$ cat config.mk
export PLATFORM = sky130hd
export DESIGN_NAME = eu_pgate_ctrl
export DESIGN_NICKNAME = d
export VERILOG_FILES = /design/src/rtl/eu_pg_pkg.sv /design/src/rtl/eu_pg_decode.sv /design/src/rtl/eu_pg_pipe.sv /design/src/rtl/eu_pg_policy.sv /design/src/rtl/eu_pg_unit.sv /design/src/rtl/eu_pgate_ctrl.sv
export SDC_FILE = /design/constraint.sdc
export NUM_CORES = 1
export LEC_CHECK = 0
export ABC_AREA = 1
export BUFFER_PORTS_ARGS = -buffer_cell sky130_fd_sc_hd__buf_2
export CAP_MARGIN = 10
export CORE_MARGIN = 2
export CORE_UTILIZATION = 52
export DETAILED_ROUTE_END_ITERATION = 10
export PLACE_DENSITY = 0.83
export SKIP_CTS_REPAIR_TIMING = 1
export SYNTH_ARGS = -nofsm -noshare
export SYNTH_HDL_FRONTEND = slang
export SYNTH_HIERARCHICAL = 1
export SYNTH_SLANG_ARGS = --single-unit
$ cat constraint.sdc
create_clock -name clk -period 1.9 [get_ports clk]
set_clock_uncertainty 0.2 [all_clocks]
set_input_delay 0.095 -clock clk [delete_from_list [all_inputs] [get_ports clk]]
set_output_delay 0.095 -clock clk [all_outputs]
set_load 0.05 [all_outputs]
$ cat src/rtl/eu_pg_pkg.sv
package eu_pg_pkg;
   typedef enum logic [1:0] {
      PG_AFTER_USE = 2'b00,
      PG_ON_L1     = 2'b01,
      PG_ON_L2     = 2'b10,
      PG_HINT_L2   = 2'b11
   } pg_mode_e;

   localparam int PG_UNITS = 5;
   localparam int PG_LAT_W = 4;
endpackage

$ cat src/rtl/eu_pg_decode.sv
module eu_pg_decode #(
   parameter int NUM_UNITS = 5,
   parameter int CLS_W     = $clog2(NUM_UNITS + 1)
) (
   input  logic [CLS_W-1:0]     cls,
   output logic [NUM_UNITS-1:0] need
);
   if ((1 << CLS_W) < NUM_UNITS + 1) begin : g_bad_w
      $error("class field too narrow for unit count");
   end

   for (genvar i = 0; i < NUM_UNITS; i++) begin : g_dec
      assign need[i] = (cls == CLS_W'(i + 1));
   end
endmodule

$ cat src/rtl/eu_pg_pipe.sv
module eu_pg_pipe #(
   parameter int NUM_UNITS = 5
) (
   input  logic                 clk,
   input  logic                 rst_n,
   input  logic [NUM_UNITS-1:0] if_need,
   input  logic                 if_hint,
   input  logic                 stall,
   output logic [NUM_UNITS-1:0] id_need,
   output logic [NUM_UNITS-1:0] ex_need,
   output logic                 ex_hint
);
   logic id_hint;

   always_ff @(posedge clk) begin
      if (!rst_n) begin
         id_need <= '0;
         ex_need <= '0;
         id_hint <= 1'b0;
         ex_hint <= 1'b0;
      end else if (!stall) begin
         id_need <= if_need;
         id_hint <= if_hint;
         ex_need <= id_need;
         ex_hint <= id_hint;
      end
   end

   assert_hold_R3: assert property (@(posedge clk) disable iff (!rst_n)
      stall |=> ($stable(ex_need) && $stable(id_need)));
   assert_single_ex_R2: assert property (@(posedge clk) disable iff (!rst_n)
      $onehot0(ex_need));
endmodule

$ cat src/rtl/eu_pg_policy.sv
module eu_pg_policy
   import eu_pg_pkg::*;
#(
   parameter int NUM_UNITS = 5
) (
   input  logic                 clk,
   input  logic                 rst_n,
   input  pg_mode_e             mode,
   input  logic                 l1_miss,
   input  logic                 l2_miss,
   input  logic [NUM_UNITS-1:0] done,
   input  logic                 done_hint,
   output logic [NUM_UNITS-1:0] sleep_req
);
   always_comb begin
      unique case (mode)
         PG_AFTER_USE: sleep_req = done;
         PG_ON_L1:     sleep_req = {NUM_UNITS{l1_miss}};
         PG_ON_L2:     sleep_req = {NUM_UNITS{l2_miss}};
         default:      sleep_req = {NUM_UNITS{l2_miss}} | (done & {NUM_UNITS{done_hint}});
      endcase
   end

   assert_after_use_R4: assert property (@(posedge clk) disable iff (!rst_n)
      (mode == PG_AFTER_USE) |-> ((sleep_req & ~done) == '0));
   assert_l1_only_R5: assert property (@(posedge clk) disable iff (!rst_n)
      (mode == PG_ON_L1 && sleep_req != '0) |-> l1_miss);
endmodule

$ cat src/rtl/eu_pg_unit.sv
module eu_pg_unit #(
   parameter int LAT_W = 4
) (
   input  logic             clk,
   input  logic             rst_n,
   input  logic             wake_req,
   input  logic             sleep_req,
   input  logic             in_use,
   input  logic [LAT_W-1:0] lat,
   output logic             sleep,
   output logic             ready
);
   logic [LAT_W-1:0] cnt_q;

   always_ff @(posedge clk) begin
      if (!rst_n) begin
         sleep <= 1'b1;
         cnt_q <= '0;
      end else if (wake_req && sleep) begin
         sleep <= 1'b0;
         cnt_q <= lat;
      end else if (!sleep && cnt_q != '0) begin
         cnt_q <= cnt_q - LAT_W'(1);
      end else if (sleep_req && !wake_req && !in_use && !sleep) begin
         sleep <= 1'b1;
      end
   end

   assign ready = !sleep && (cnt_q == '0);

   assert_wake_prio_R9: assert property (@(posedge clk) disable iff (!rst_n)
      wake_req |=> !sleep);
   assert_in_use_R8: assert property (@(posedge clk) disable iff (!rst_n)
      (in_use && !sleep) |=> !sleep);
   assert_countdown_R3: assert property (@(posedge clk) disable iff (!rst_n)
      (!sleep && cnt_q != '0) |=> (cnt_q == $past(cnt_q) - LAT_W'(1)));
endmodule

$ cat src/rtl/eu_pgate_ctrl.sv
module eu_pgate_ctrl
   import eu_pg_pkg::*;
#(
   parameter int NUM_UNITS = PG_UNITS,
   parameter int LAT_W     = PG_LAT_W,
   parameter int CLS_W     = $clog2(NUM_UNITS + 1)
) (
   input  logic                       clk,
   input  logic                       rst_n,
   input  logic [CLS_W-1:0]           if_cls,
   input  logic                       if_hint,
   input  logic                       l1_miss,
   input  logic                       l2_miss,
   input  logic                       mode_we,
   input  logic [1:0]                 mode_wd,
   input  logic [NUM_UNITS*LAT_W-1:0] wake_lat,
   output logic [NUM_UNITS-1:0]       unit_sleep,
   output logic                       stall
);
   if (NUM_UNITS < 1) begin : g_bad_n
      $error("NUM_UNITS must be at least 1");
   end
   if (LAT_W < 1) begin : g_bad_lat
      $error("LAT_W must be at least 1");
   end

   pg_mode_e               mode_q;
   logic [NUM_UNITS-1:0]   if_need, id_need, ex_need;
   logic [NUM_UNITS-1:0]   ready, in_use, done, sleep_req;
   logic                   ex_hint;

   always_ff @(posedge clk) begin
      if (!rst_n)       mode_q <= PG_AFTER_USE;
      else if (mode_we) mode_q <= pg_mode_e'(mode_wd);
   end

   eu_pg_decode #(.NUM_UNITS(NUM_UNITS), .CLS_W(CLS_W)) u_dec (
      .cls  (if_cls),
      .need (if_need)
   );

   eu_pg_pipe #(.NUM_UNITS(NUM_UNITS)) u_pipe (
      .clk     (clk),
      .rst_n   (rst_n),
      .if_need (if_need),
      .if_hint (if_hint),
      .stall   (stall),
      .id_need (id_need),
      .ex_need (ex_need),
      .ex_hint (ex_hint)
   );

   assign stall  = |(ex_need & ~ready);
   assign in_use = id_need | (ex_need & {NUM_UNITS{stall}});
   assign done   = ex_need & {NUM_UNITS{!stall}};

   eu_pg_policy #(.NUM_UNITS(NUM_UNITS)) u_pol (
      .clk       (clk),
      .rst_n     (rst_n),
      .mode      (mode_q),
      .l1_miss   (l1_miss),
      .l2_miss   (l2_miss),
      .done      (done),
      .done_hint (ex_hint),
      .sleep_req (sleep_req)
   );

   for (genvar i = 0; i < NUM_UNITS; i++) begin : g_unit
      eu_pg_unit #(.LAT_W(LAT_W)) u_unit (
         .clk       (clk),
         .rst_n     (rst_n),
         .wake_req  (if_need[i]),
         .sleep_req (sleep_req[i]),
         .in_use    (in_use[i]),
         .lat       (wake_lat[i*LAT_W +: LAT_W]),
         .sleep     (unit_sleep[i]),
         .ready     (ready[i])
      );
   end

   assert_stall_only_busy_R3: assert property (@(posedge clk) disable iff (!rst_n)
      stall |-> (ex_need != '0));
endmodule

==> flow_summary.json <==
{
  "drive_gt1_frac": 0.334,
  "nets": 573,
  "gp_congestion": 0.893,
  "worstMarginPinSlew_ns": 0.502,
  "finalSetupTns_ns": -2.56,
  "fmax_mhz": 430,
  "cts_made_buffers": 5,
  "synth_commonest_cells": "108 x nand2_1, 83 x nor2_1, 64 x inv_1",
  "drt-total-wl_mm": 7.56,
  "status": "complete, but fails checks",
  "htreeDepth": 2,
  "drtIter0Drc": 151,
  "overflow": 0,
  "worstPathRequired_ns": 1.93,
  "leakagePower_nw": 1.86,
  "crit_end": "g_unit[2].u_unit/sleep",
  "critPathLaunch": "g_unit[1].u_unit/cnt_q[1]",
  "clock-sinks": 39,
  "worstSetupPathType": "flip-flop to flip-flop",
  "drtAntennaViolNets": 0,
  "async_reset_ff_frac": 0,
  "synth-seq-area-share": 0.300,
  "setup_violations": 18,
  "hp-class": "input pin to flip-flop",
  "rsz0062_at_grt": "yes",
  "synth_top_family_by_area": "simple AND/OR/NAND/NOR gates",
  "final.setup.worst_slack_ns": -0.425,
  "critPathCaptureType": "flip-flop",
  "place_ws_ns": -0.278,
  "finalCriticalPeriod_ns": 2.32,
  "die_h_um": 74.7,
  "period_share": 1.22,
  "yosys.area.top_type": "dfxtp_1",
  "yosys.area_share.xor_xnor": 0,
  "drc": 0,
  "first_global_vias": 2439,
  "ir_drop_mv": 0.955,
  "drtPass1Iterations": 4,
  "fp-row-count": 25,
  "pin_count": 37,
  "critPathMaxFanout": 6,
  "crit_path_start_kind": "flip-flop",
  "synth_seq_cells": 39,
  "die_area_um2": 5590,
  "violations": "hold timing, setup timing",
  "worstPathArrival_ns": 2.35,
  "synth_top_area_frac": 0.300,
  "wl_per_cell_um": 12.6,
  "fillerInstances": 338,
  "drv_slew": 0,
  "hpwlAfterDp_mm": 4.49,
  "dieWidth_um": 74.7,
  "cap_violations": 0,
  "rr_startpoint": "g_unit[1].u_unit/cnt_q[1]",
  "holdWs_ns": -0.0175,
  "grt_start_max_net_pins": 26,
  "synthSimpleGateAreaFrac": 0.401,
  "slew_headroom": 0.666,
  "clk_latency_ns": 0.30,
  "synth_edf_count": 0,
  "grt_pass1_wl_mm": 9.75,
  "clockRootBuffer": "clkbuf_8",
  "antenna_cells": 0,
  "coreArea_um2": 4790,
  "power_density_nw_per_um2": 1060,
  "synthAdderAreaFrac": 0.0481,
  "antenna_found_initial": 0,
  "synthesis.area_um2": 2600,
  "yosysWarnings": 6,
  "hold_viol_final": 3,
  "vias_per_cell": 5.01,
  "r2r_end": "g_unit[2].u_unit/sleep",
  "start_util": 0.544,
  "total_power_mw": 3.94,
  "syn_inst": 424,
  "syn_nets": 465,
  "track_usage": 0.226,
  "synthMuxAreaShare": 0,
  "clk_transition_reported_paths_ns": 0.08,
  "synth_cell_type_count": 23,
  "ff2ff_path_depth": 15,
  "reg2reg_setup_slack_ns": -0.42,
  "synth_compound_area_frac": 0.113,
  "syn_avg_cell_area_um2": 6.14,
  "synth_flop_cell": "dfxtp_1",
  "area_growth_pct": 42.5,
  "vias": 3008,
  "synth_most_common_cell": "nand2_1",
  "synth.area.top_cells": "dfxtp_1 30%, nand2_1 16%, nor2_1 12%",
  "cts_buffer_depth": 2,
  "port_buffers": 36,
  "cts_tree": "done"
}
per-layer routing:
metal / up-vias / routed length [um] / GRT usage
met1: 1392 / 3230 / 0.268
li1: 1515 / - / -
met4: 0 / 186 / 0.0913
met5: - / 0 / 0
met2: 81 / 3750 / 0.399
met3: 20 / 398 / 0.0469
state kept, by name, indices dropped and copies added, names as in the netlist:
signal,count
g_unit.u_unit/sleep,5
u_pipe/ex_need,5
mode_q,2
u_pipe/ex_hint,1
u_pipe/id_need,5
g_unit.u_unit/cnt_q,20
u_pipe/id_hint,1
critical path, cell delays in order (launching register included):
cell     delay (ns)
dfxtp_2        0.33
inv_2          0.07
ha_4           0.12
nand2_2        0.04
nor2_1         0.14
inv_1          0.09
nand2_2        0.10
nand3_4        0.15
nor3_2         0.19
nand2_1        0.10
nand2_1        0.09
nor2_1         0.05
a21oi_1        0.13
nor3b_2        0.23
o21ai_1        0.12
nand2_1        0.09
layout make-up:
| type | instances | area (um2) | share of cell area |
|---|---|---|---|
| Multi-Input combinational cell | 308 | 1630 | 0.438 |
| Timing Repair Buffer | 103 | 759 | 0.205 |
| Clock inverter | 3 | 67.6 | 0.0182 |
| Inverter | 75 | 307 | 0.0827 |
| Sequential cell | 39 | 796 | 0.215 |
| Clock buffer | 5 | 68.8 | 0.0186 |
| Tap cell | 67 | 83.8 | 0.0226 |
power breakdown:
part / switching (mW) / internal (mW) / leakage, nW
registers: 0.131 / 0.964 / 0.321
clock network: 0.312 / 0.524 / 0.0644
logic: 1.12 / 0.890 / 1.48
total: 1.56 / 2.38 / 1.86
placed cells by master, fill, tap and decap left out, drive strengths merged, types with 4 or more instances in the layout:
cell	Yosys	layout
nand3	16	17
clkinv	5	5
a21oi	24	24
dfxtp	39	39
nor3	5	5
o21ai	20	20
ha	10	10
nor3b	4	4
nand4	5	5
nor2	89	89
dlygate4sd3	0	23
clkbuf	0	5
buf	5	80
o21bai	5	5
nand2	126	126
inv	70	70
stage by stage:
stage / utilization / area, um2 / cells
2_1_floorplan: - / 2670 / 424
3_3_place_gp: 0.659 / 3160 / 557
3_5_place_dp: 0.659 / 3160 / 557
4_1_cts: 0.688 / 3290 / 565
5_1_grt: 0.775 / 3710 / 600
6_report: 0.775 / 3710 / 600
how the worst min path moves through the flow:
| stage | startpoint | to | slack, ns | depth (start not counted) |
|---|---|---|---|---|
| after global placement | if_hint | u_pipe/id_hint | 0.11 | 3 |
| after detailed placement | mode_wd[1] | mode_q[1] | 0.12 | 3 |
| after global routing | if_cls[2] | u_pipe/id_need[1] | 0.02 | 4 |
| after floorplan | rst_n | g_unit[1].u_unit/sleep | -0.04 | 1 |
| after CTS | if_hint | u_pipe/id_hint | -0.19 | 3 |
| final | wake_lat[8] | g_unit[2].u_unit/cnt_q[0] | -0.02 | 5 |
cells by family (layout without fill, tap and decap cells):
| logic type | after synthesis | count (layout) |
|---|---|---|
| simple gates | 246 | 249 |
| compound gates | 49 | 49 |
| flops | 39 | 39 |
| buf+inv | 80 | 186 |
| fa+ha+maj | 10 | 10 |
Power figures use the tool's default switching activity.
